--- src/rtl/eam_pkg.sv ---
package eam_pkg;
  typedef enum logic [2:0] {
    ST_IDLE,
    ST_START,
    ST_BITS,
    ST_ASTART,
    ST_STOP,
    ST_FREE,
    ST_PARK
  } eam_state_e;

  localparam logic [3:0] DEV_CODE = 4'b1010;
  localparam logic       DIR_WR   = 1'b0;
  localparam int         BYTE_W   = 8;
  localparam int         MAX_BYTES = 3;
endpackage

--- src/rtl/eam_quarter_timer.sv ---
module eam_quarter_timer #(
  parameter int QUARTER_CYC = 500
) (
  input  logic clk,
  input  logic rst_n,
  input  logic run,
  output logic tick
);
  localparam int CW = (QUARTER_CYC > 1) ? $clog2(QUARTER_CYC) : 1;
  localparam logic [CW-1:0] LAST = CW'(QUARTER_CYC - 1);

  logic [CW-1:0] cnt_q, cnt_d;

  always_comb begin
    cnt_d = cnt_q;
    if (!run)              cnt_d = '0;
    else if (cnt_q == LAST) cnt_d = '0;
    else                   cnt_d = cnt_q + CW'(1);
  end

  always_ff @(posedge clk or negedge rst_n) begin
    if (!rst_n) cnt_q <= '0;
    else        cnt_q <= cnt_d;
  end

  assign tick = run && (cnt_q == LAST);

  AST_TICK_RANGE: assert property (@(posedge clk) disable iff (!rst_n)
    (32'(cnt_q) < QUARTER_CYC));
  AST_TICK_RESTART: assert property (@(posedge clk) disable iff (!rst_n)
    (!run) |=> (cnt_q == '0));
endmodule

--- src/rtl/eam_bit_sync.sv ---
module eam_bit_sync #(
  parameter int STAGES = 2
) (
  input  logic clk,
  input  logic rst_n,
  input  logic d,
  output logic q
);
  logic [STAGES-1:0] sh_q;

  generate
    for (genvar i = 0; i < STAGES; i++) begin : g_stage
      if (i == 0) begin : g_first
        always_ff @(posedge clk or negedge rst_n) begin
          if (!rst_n) sh_q[i] <= 1'b1;
          else        sh_q[i] <= d;
        end
      end else begin : g_next
        always_ff @(posedge clk or negedge rst_n) begin
          if (!rst_n) sh_q[i] <= 1'b1;
          else        sh_q[i] <= sh_q[i-1];
        end
      end
    end
  endgenerate

  assign q = sh_q[STAGES-1];
endmodule

--- src/rtl/eam_frame_builder.sv ---
module eam_frame_builder
  import eam_pkg::*;
(
  input  logic [15:0]                  addr,
  input  logic                         wide,
  output logic [MAX_BYTES-1:0][BYTE_W-1:0] frame,
  output logic [1:0]                   last_idx
);
  logic [2:0] sel;

  always_comb begin
    sel      = wide ? 3'b000 : addr[10:8];
    frame[0] = {DEV_CODE, sel, DIR_WR};
    if (wide) begin
      frame[1] = addr[15:8];
      frame[2] = addr[7:0];
      last_idx = 2'd2;
    end else begin
      frame[1] = addr[7:0];
      frame[2] = 8'h00;
      last_idx = 2'd1;
    end
  end
endmodule

--- src/rtl/eeprom_addr_master.sv ---
module eeprom_addr_master
  import eam_pkg::*;
#(
  parameter int QUARTER_CYC = 500,
  parameter int BUF_CYC     = 940,
  parameter int SYNC_STAGES = 2
) (
  input  logic        clk,
  input  logic        rst_n,
  input  logic        cmd_start,
  input  logic [15:0] cmd_addr,
  input  logic        size_strap,
  input  logic        tout_clr,
  output logic        busy,
  output logic        done,
  output logic        timeout,
  output logic        scl_oe,
  output logic        sda_oe,
  input  logic        sda_in
);
  localparam int BUF_W = $clog2(BUF_CYC + 1);
  localparam logic [BUF_W-1:0] FREE_LAST = BUF_W'(BUF_CYC - 1);

  // reset: asserted asynchronously, released synchronously
  logic [1:0] rs_q;
  logic       rst_i_n;
  always_ff @(posedge clk or negedge rst_n) begin
    if (!rst_n) rs_q <= 2'b00;
    else        rs_q <= {rs_q[0], 1'b1};
  end
  assign rst_i_n = rs_q[1];

  eam_state_e state_q, state_d;
  logic [1:0]       phase_q, phase_d;
  logic [3:0]       bit_q, bit_d;
  logic [1:0]       byte_q, byte_d;
  logic             nack_q, nack_d;
  logic [15:0]      addr_q, addr_d;
  logic             wide_q, wide_d;
  logic [BUF_W-1:0] free_q, free_d;
  logic             done_q, done_d;
  logic             tout_q, tout_d;
  logic             scl_q, scl_d;
  logic             sda_q, sda_d;
  logic             tout_set;

  logic tick, run, sda_s;
  logic [MAX_BYTES-1:0][BYTE_W-1:0] frame;
  logic [1:0] last_idx;
  logic [2:0] bsel;
  logic       bit_val;

  assign run = (state_q == ST_START) || (state_q == ST_BITS) ||
               (state_q == ST_ASTART) || (state_q == ST_STOP);

  eam_quarter_timer #(.QUARTER_CYC(QUARTER_CYC)) u_timer (
    .clk(clk), .rst_n(rst_i_n), .run(run), .tick(tick)
  );

  eam_bit_sync #(.STAGES(SYNC_STAGES)) u_sync (
    .clk(clk), .rst_n(rst_i_n), .d(sda_in), .q(sda_s)
  );

  eam_frame_builder u_frame (
    .addr(addr_q), .wide(wide_q), .frame(frame), .last_idx(last_idx)
  );

  // next-state logic
  always_comb begin
    state_d  = state_q;
    phase_d  = phase_q;
    bit_d    = bit_q;
    byte_d   = byte_q;
    nack_d   = nack_q;
    addr_d   = addr_q;
    wide_d   = wide_q;
    free_d   = free_q;
    done_d   = 1'b0;
    tout_set = 1'b0;
    case (state_q)
      ST_IDLE, ST_PARK: begin
        if (cmd_start) begin
          state_d = ST_START;
          phase_d = 2'd0;
          addr_d  = cmd_addr;
          wide_d  = size_strap;
        end
      end
      ST_START: begin
        if (tick) begin
          phase_d = phase_q + 2'd1;
          if (phase_q == 2'd3) begin
            state_d = ST_BITS;
            bit_d   = 4'd0;
            byte_d  = 2'd0;
            nack_d  = 1'b0;
          end
        end
      end
      ST_BITS: begin
        if (tick) begin
          phase_d = phase_q + 2'd1;
          if (phase_q == 2'd2 && bit_q == 4'd8) nack_d = sda_s;
          if (phase_q == 2'd3) begin
            if (bit_q != 4'd8) begin
              bit_d = bit_q + 4'd1;
            end else if (nack_q) begin
              state_d = ST_ASTART;
            end else if (byte_q == last_idx) begin
              state_d = ST_PARK;
              done_d  = 1'b1;
            end else begin
              byte_d = byte_q + 2'd1;
              bit_d  = 4'd0;
            end
          end
        end
      end
      ST_ASTART: begin
        if (tick) begin
          phase_d = phase_q + 2'd1;
          if (phase_q == 2'd3) state_d = ST_STOP;
        end
      end
      ST_STOP: begin
        if (tick) begin
          phase_d = phase_q + 2'd1;
          if (phase_q == 2'd3) begin
            state_d  = ST_FREE;
            free_d   = '0;
            tout_set = 1'b1;
          end
        end
      end
      ST_FREE: begin
        if (free_q == FREE_LAST) state_d = ST_IDLE;
        else                     free_d  = free_q + BUF_W'(1);
      end
      default: state_d = ST_IDLE;
    endcase

    if (tout_set)      tout_d = 1'b1;
    else if (tout_clr) tout_d = 1'b0;
    else               tout_d = tout_q;
  end

  // line drive decoded from the next state, then registered
  always_comb begin
    bsel    = 3'(4'd7 - bit_d);
    bit_val = (bit_d < 4'd8) ? frame[byte_d][bsel] : 1'b1;
    scl_d   = 1'b0;
    sda_d   = 1'b0;
    case (state_d)
      ST_START, ST_ASTART: begin
        scl_d = 1'b0;
        sda_d = phase_d[1];
      end
      ST_BITS: begin
        scl_d = !phase_d[1];
        if (phase_d == 2'd0)    sda_d = sda_q;
        else if (bit_d == 4'd8) sda_d = 1'b0;
        else                    sda_d = !bit_val;
      end
      ST_STOP: begin
        scl_d = !phase_d[1];
        sda_d = (phase_d != 2'd3);
      end
      ST_PARK: begin
        scl_d = 1'b1;
        sda_d = 1'b0;
      end
      default: begin
        scl_d = 1'b0;
        sda_d = 1'b0;
      end
    endcase
  end

  always_ff @(posedge clk or negedge rst_i_n) begin
    if (!rst_i_n) begin
      state_q <= ST_IDLE;
      phase_q <= 2'd0;
      bit_q   <= 4'd0;
      byte_q  <= 2'd0;
      nack_q  <= 1'b0;
      addr_q  <= 16'h0000;
      wide_q  <= 1'b0;
      free_q  <= '0;
      done_q  <= 1'b0;
      tout_q  <= 1'b0;
      scl_q   <= 1'b0;
      sda_q   <= 1'b0;
    end else begin
      state_q <= state_d;
      phase_q <= phase_d;
      bit_q   <= bit_d;
      byte_q  <= byte_d;
      nack_q  <= nack_d;
      addr_q  <= addr_d;
      wide_q  <= wide_d;
      free_q  <= free_d;
      done_q  <= done_d;
      tout_q  <= tout_d;
      scl_q   <= scl_d;
      sda_q   <= sda_d;
    end
  end

  assign busy    = (state_q != ST_IDLE) && (state_q != ST_PARK);
  assign done    = done_q;
  assign timeout = tout_q;
  assign scl_oe  = scl_q;
  assign sda_oe  = sda_q;

  AST_SDA_ONLY_SCL_LOW: assert property (@(posedge clk) disable iff (!rst_i_n)
    (!scl_q && $past(!scl_q) && !$stable(sda_q)) |->
      (state_q == ST_START || state_q == ST_ASTART || state_q == ST_STOP));
  AST_ACK_RELEASED: assert property (@(posedge clk) disable iff (!rst_i_n)
    (state_q == ST_BITS && bit_q == 4'd8 && phase_q != 2'd0) |-> !sda_q);
  AST_DONE_PULSE: assert property (@(posedge clk) disable iff (!rst_i_n)
    done_q |=> !done_q);
  AST_DONE_SCL_LOW: assert property (@(posedge clk) disable iff (!rst_i_n)
    done_q |-> (scl_q && !busy));
  AST_TOUT_STICKY: assert property (@(posedge clk) disable iff (!rst_i_n)
    (tout_q && !tout_clr) |=> tout_q);
  AST_BUSY_HOLD_CMD: assert property (@(posedge clk) disable iff (!rst_i_n)
    (busy && cmd_start) |=> ($stable(addr_q) && $stable(wide_q)));
  AST_FREE_RELEASED: assert property (@(posedge clk) disable iff (!rst_i_n)
    (state_q == ST_FREE) |-> (!scl_q && !sda_q && busy));
endmodule

--- config.mk ---
export PLATFORM = sky130hd
export DESIGN_NAME = eeprom_addr_master
export DESIGN_NICKNAME = d
export VERILOG_FILES = /design/src/rtl/eam_pkg.sv /design/src/rtl/eam_quarter_timer.sv /design/src/rtl/eam_bit_sync.sv /design/src/rtl/eam_frame_builder.sv /design/src/rtl/eeprom_addr_master.sv
export SDC_FILE = /design/constraint.sdc
export NUM_CORES = 1
export LEC_CHECK = 0
export ABC_CLOCK_PERIOD_IN_PS = 2170
export BUFFER_PORTS_ARGS = -buffer_cell sky130_fd_sc_hd__buf_2
export CAP_MARGIN = 20
export CORE_UTILIZATION = 50
export CTS_BUF_LIST = sky130_fd_sc_hd__clkbuf_16
export CTS_CLUSTER_DIAMETER = 150
export DETAILED_ROUTE_END_ITERATION = 6
export PLACE_DENSITY = 0.68
export SKIP_LAST_GASP = 1
export SLEW_MARGIN = 25
export SYNTH_ARGS = -nofsm -noshare
export SYNTH_HDL_FRONTEND = slang
export SYNTH_SLANG_ARGS = --single-unit
--- constraint.sdc ---
create_clock -name clk -period 2.17 [get_ports clk]
set_input_delay 0.1085 -clock clk [delete_from_list [all_inputs] [get_ports clk]]
set_output_delay 0.1085 -clock clk [all_outputs]
set_load 0.03 [all_outputs]
==> flow_summary.ini, run 1 <==
[run_status]
outcome = complete, but fails checks
violations = negative hold slack, negative setup slack

[global_routing]
grt_max_degree = 55
grt_antenna_before_repair = 0
grt_pass1_wl_um = 14400
overflow = 0
grtUsageTotal_pct = 25.6
first_global_vias = 3132

[layout]
diodes = 0
final_cell_area_sq_um = 4620
drive_gt1_share_pct = 35.6
area_growth_syn_to_layout_pct = 36.9
nets = 524

[route]
drcViolationCount = 0
vias_per_cell = 5.52
ant_nets = 0
drtIter0Drc = 160
wl_um = 8910
routedWlPerCell_um = 15.5
firstDrtPassIters = 4
dr_total_vias = 3171

[worst_hold_path]
hold_class = in2reg
hold_depth = 3
min_from = cmd_addr[0]
min_to = addr_q[0]$_DFFE_PN0P_

[floorplanning]
die_w_um = 84.2
start_util_pct = 52.6
core_area_sq_um = 6420
die-area_sq_um = 7090
fp.dieH_um = 84.2
rows = 29
io-pin-count = 27

[pwr]
ir_drop_mv = 0.379
power_density_nw_per_um2 = 596
p_leak_uw = 0.00220

[synthesis]
ys_seq_area_share_pct = 41.6
synthFlopType = dfrtp_1
yosys-top-cells-area = dfrtp_1 40%, nand2_1 8.7%, nor2_1 3.7%
synth.top_cells.by_count = 78 x nand2_1, 54 x dfrtp_1, 33 x nor2_1
synthArstFlopShare_pct = 100
yosysMostFrequentCell = nand2_1
synth.top_cell.area_share_pct = 40.0
synthesis.area_sq_um = 3380
yosysWarnings = 0
synth_nets = 409
ys_types = 77
synth_edf_count = 0
synth_area_leader_cell = dfrtp_1
synth_seq_cells = 56
synth_area_per_cell_sq_um = 8.86
syn-instance-count = 381

[setup_path]
r2r_cells = 10
start_kind = flop
worstSetupEndpointType = flop
cp.arrival_ns = 2.77
cp_slowest_cell = nor4_4
r2r_start = u_timer.cnt_q[1]$_DFF_PN0_
cp_cell_sequence = ha_4 > nand4_1 > nor4_4 > mux2i_1 > nor2_1 > a211o_1 > and4_1 > nor4_2 > a211oi_2 > o31ai_1
slowest_delay_ns = 0.42
r2r-end = sda_oe$_DFFE_PN0P_
critical_path_class = reg2reg
cp.required_ns = 2.37
critPathMaxFanout = 4
r2r_slack_ns = -0.40

[placed_design]
place_area_sq_um = 4250
pre_cts_ws_ns = -0.429
hpwl_um = 6400
gp_congestion = 0.907
io_buffers = 26

[clock_tree]
h-tree-depth = 2
cts_tree = yes
cts_buffers = 5
cts_sinks = 56
clk_latency_ns = 0.29
clockBufferDepth = 2
path_clk_slew_ns = 0.07
cts-root-buf = clkbuf_16

[timing]
setup_viol = 2
hold_viol = 1
maxSlewHeadroom_pct = 54.4
fin_ws_ns = -0.400
period_share_pct = 118
rsz0062_at_grt = yes
max_freq_mhz = 389
tightest_slew_ns = 0.683
min_period_ns = 2.57
drv_slew = 0
skew_ns = 0.00492
whs_ns = -0.0000924

[job]
maxCapViolCount = 0
-- flip-flops by register name (all words and copies together) (netlist names) --
register,count
u_timer.cnt_q,9
sda_oe,1
phase_q,2
done,1
state_q,3
nack_q,1
free_q,10
scl_oe,1
byte_q,2
u_sync.sh_q,1
wide_q,1
bit_q,4
rs_q,2
u_sync.q,1
timeout,1
addr_q,16
-- cells by family after synthesis --
| kind of cell | Yosys count | synth area share, % |
|---|---|---|
| and+or+nand+nor | 193 | 30.0 |
| AOI/OAI and AO/OA | 79 | 17.0 |
| DFF | 56 | 41.6 |
| buffers and inverters | 28 | 4.04 |
| xor gates and xnor gates | 10 | 2.59 |
| muxes | 8 | 2.41 |
| adders and majority gates | 6 | 2.22 |
| other | 1 | 0.111 |
-- worst max-delay path by stage --
stage | slack, ns | endpoint | start
3_5_place_dp | -0.43 | sda_oe$_DFFE_PN0P_ | u_timer.cnt_q[1]$_DFF_PN0_
5_1_grt | -0.52 | sda_oe$_DFFE_PN0P_ | u_timer.cnt_q[1]$_DFF_PN0_
6_report | -0.40 | sda_oe$_DFFE_PN0P_ | u_timer.cnt_q[1]$_DFF_PN0_
4_1_cts | -0.35 | sda_oe$_DFFE_PN0P_ | u_timer.cnt_q[1]$_DFF_PN0_
2_1_floorplan | -0.22 | sda_oe$_DFFE_PN0P_ | u_timer.cnt_q[0]$_DFF_PN0_
3_3_place_gp | -0.37 | sda_oe$_DFFE_PN0P_ | u_timer.cnt_q[1]$_DFF_PN0_
-- what timing repair did --
item,CTS,global route
pin swaps,5,12
gates cloned,0,1
setup buffers,2,3
endpoints found under the hold margin,3,0
hold buffers,2,0
endpoints found under the setup margin,4,5
resized for setup,9,23
-- where the power goes --
group / leakage, uW / switching [uW] / internal, uW
Combinational: 0.00141 / 321 / 313
Clock: 0.0000710 / 362 / 421
Sequential: 0.000724 / 138 / 1200
-- metrics by stage --
stage	std cells	total power (uW)	utilization, %	TNS (ns)
after floorplan	381	1710	-	-0.367
after global placement	558	1920	66.2	-0.541
after detailed placement	558	1940	66.2	-0.652
after CTS	570	2730	69.5	-0.434
after global routing	574	2900	72.0	-0.728
final	574	2760	72.0	-0.463
-- worst max-delay path: cells and delay by family (launching register included) --
family	cells	cell delay, ns
multiplexers	1	0.23
adder cells (fa/ha/maj)	1	0.16
AO/OA/AOI/OAI	3	0.48
flip-flops	1	0.40
AND/OR/NAND/NOR	5	1.21
-- layer usage --
layer | up-vias | routed length [um] | share of wire (%) | GRT usage [%]
met5 | - | 0 | 0 | 0
met4 | 0 | 105 | 1.2 | 7.68
met3 | 8 | 248 | 2.8 | 3.54
met2 | 54 | 4580 | 51 | 45.6
met1 | 1530 | 3980 | 45 | 32.4
li1 | 1579 | - | - | -
-- layout make-up --
| class | instances | area, sq um |
|---|---|---|
| fillers | 496 | 1800 |
| inverters | 14 | 52.6 |
| multi-input cells | 298 | 2050 |
| clock buffers | 5 | 125 |
| flip-flops and latches | 56 | 1410 |
| well taps | 77 | 96.3 |
| clock inverters | 3 | 13.8 |
| repair buffers | 121 | 876 |
-- placed cells by master, fill, tap and decap left out, types with 4 or more instances in the layout --
cell type | netlist | final
buf_4 | 1 | 88
nand2_1 | 78 | 78
dfrtp_1 | 54 | 51
nor2_1 | 33 | 31
buf_2 | 4 | 26
o21ai_0 | 21 | 20
a21oi_1 | 19 | 19
nand3_1 | 18 | 17
inv_1 | 14 | 14
nor3_1 | 10 | 10
mux2i_1 | 7 | 7
xor2_1 | 6 | 6
nand4_1 | 5 | 5
clkbuf_16 | 0 | 5
xnor2_1 | 4 | 4
buf_6 | 3 | 4
No activity file was read; power rests on OpenSTA's default activity.
==> run 2, diff against run 1 <==
CORE_MARGIN = 2   (was unset)
PLACE_DENSITY = unset   (was 0.68)
PLACE_DENSITY_LB_ADDON = 0.12   (was unset)
==> flow_summary.ini, run 2 (synthesized netlist as in run 1, its figures left out) <==
[pwr]
report.power.total_uw = 2890
power_density_nw_per_um2 = 614
p_leak_uw = 0.00226
ir_drop_mv = 0.417

[setup_path]
cp.arrival_ns = 2.78
r2r_slack_ns = -0.44
critPathMaxFanout = 6
worstSetupEndpointType = flop
start_kind = flop
slowest_delay_ns = 0.40
cp_cell_sequence = ha_4 > and4b_1 > nand4b_1 > o31a_1 > nor3_4 > buf_12 > o311ai_1 > nor3_1 > a21oi_1 > a221oi_2 > o31ai_1
critical_path_class = reg2reg
r2r_cells = 11
r2r-end = sda_oe$_DFFE_PN0P_
cp_slowest_cell = o31a_1
cp.required_ns = 2.34
cp_num_buf_inv = 1
cpLargestDelayFamily = compound AO/OA/AOI/OAI gates
r2r_start = u_timer.cnt_q[0]$_DFF_PN0_

[layout]
largest_reg_flops = 16
top_regs = addr_q (16), free_q (10), u_timer.cnt_q (9)
area_growth_syn_to_layout_pct = 39.5
drive_gt1_share_pct = 35.5
fin_util_pct = 72.9
layout_common_cells = 93 x buf_4, 78 x nand2_1, 49 x dfrtp_1
final_common_cell = buf_4
nets = 537
stdcell_count = 587
diodes = 0
largest_register = addr_q

[route]
ant_nets = 0
dr_total_vias = 3269
vias_per_cell = 5.57
routedWlPerCell_um = 15.6
drcViolationCount = 0
firstDrtPassIters = 4
wl_um = 9130
drtIter0Drc = 183

[worst_hold_path]
min_to = addr_q[11]$_DFFE_PN0P_
hold_depth = 3
min_from = cmd_addr[11]
hold_class = in2reg

[clock_tree]
h-tree-depth = 2
cts_buffers = 5
clk_latency_ns = 0.29
cts_sinks = 56
clockBufferDepth = 2
cts_tree = yes
path_clk_slew_ns = 0.07
cts-root-buf = clkbuf_16

[floorplanning]
start_util_pct = 52.3
die-area_sq_um = 7430
rows = 29
die_w_um = 86.2
core_area_sq_um = 6460
io-pin-count = 27
fp.dieH_um = 86.2

[placed_design]
placedCellCount = 560
gp_congestion = 0.920
hpwl_um = 6610
io_buffers = 26

[timing]
setup_viol = 2
min_period_ns = 2.61
max_freq_mhz = 383
tns_ns = -0.470
whs_ns = -0.0000119
fin_ws_ns = -0.444
tightest_slew_ns = 0.632
rsz0062_at_grt = yes
maxSlewHeadroom_pct = 57.9
hold_viol = 1
drv_slew = 0
period_share_pct = 120
skew_ns = 0.00654

[global_routing]
grt_max_degree = 29
grt_pass1_wl_um = 15300
grtUsageTotal_pct = 26.0
overflow = 0
grt_antenna_before_repair = 0
first_global_vias = 3216

[job]
maxCapViolCount = 0

[run_status]
violations = negative hold slack, negative setup slack
outcome = complete, but fails checks
[run 2: worst max path at each step]
stage / to / slack, ns / cells after the start / from
finish: sda_oe$_DFFE_PN0P_ / -0.44 / 11 / u_timer.cnt_q[0]$_DFF_PN0_
global route: sda_oe$_DFFE_PN0P_ / -0.59 / 13 / bit_q[0]$_DFF_PN0_
CTS: sda_oe$_DFFE_PN0P_ / -0.35 / 12 / u_timer.cnt_q[0]$_DFF_PN0_
detailed placement: sda_oe$_DFFE_PN0P_ / -0.39 / 10 / u_timer.cnt_q[1]$_DFF_PN0_
global placement: sda_oe$_DFFE_PN0P_ / -0.36 / 10 / u_timer.cnt_q[1]$_DFF_PN0_
floorplan: sda_oe$_DFFE_PN0P_ / -0.22 / 11 / u_timer.cnt_q[0]$_DFF_PN0_
[run 2: through the flow]
stage | worst slack [ns] | instance area (sq um)
final | -0.444 | 4710
after global routing | -0.594 | 4710
after CTS | -0.345 | 4690
after detailed placement | -0.386 | 4290
after global placement | -0.358 | 4290
after floorplan | -0.221 | 3450
[run 2: area by class of cell]
class                           instances  area [sq um]
Multi-Input combinational cell        297          1970
Fill cell                             491          1750
Sequential cell                        56          1410
Timing Repair Buffer                  135          1020
Clock buffer                            5           125
Tap cell                               77          96.3
Inverter                               14          52.6
Clock inverter                          3          38.8
[run 2: power breakdown]
| part | internal (uW) | leakage, uW | switching, uW | total [uW] |
|---|---|---|---|---|
| combinational | 330 | 0.00145 | 306 | 636 |
| sequential | 1200 | 0.000722 | 145 | 1350 |
| clock | 539 | 0.0000850 | 369 | 909 |
[run 2: per-layer routing]
metal	GRT usage [%]	share of wire (%)
met1	35.7	47
met5	0	0
met3	3.62	3.3
met2	43.4	48
met4	7.24	1.4
[run 2: worst register-to-register path: stages, from the launching register on]
cell	delay, ns
dfrtp_1	0.39
ha_4	0.16
and4b_1	0.20
nand4b_1	0.20
o31a_1	0.40
nor3_4	0.21
buf_12	0.14
o311ai_1	0.10
nor3_1	0.27
a21oi_1	0.08
a221oi_2	0.23
o31ai_1	0.10
[run 2: timing repair]
item | CTS | global route
cloned | 0 | 0
endpoints found under the setup margin | 4 | 5
setup buffers | 9 | 0
pin swaps | 21 | 5
gates resized for setup | 17 | 7
endpoints found under the hold margin | 11 | 0
hold buffers | 10 | 0
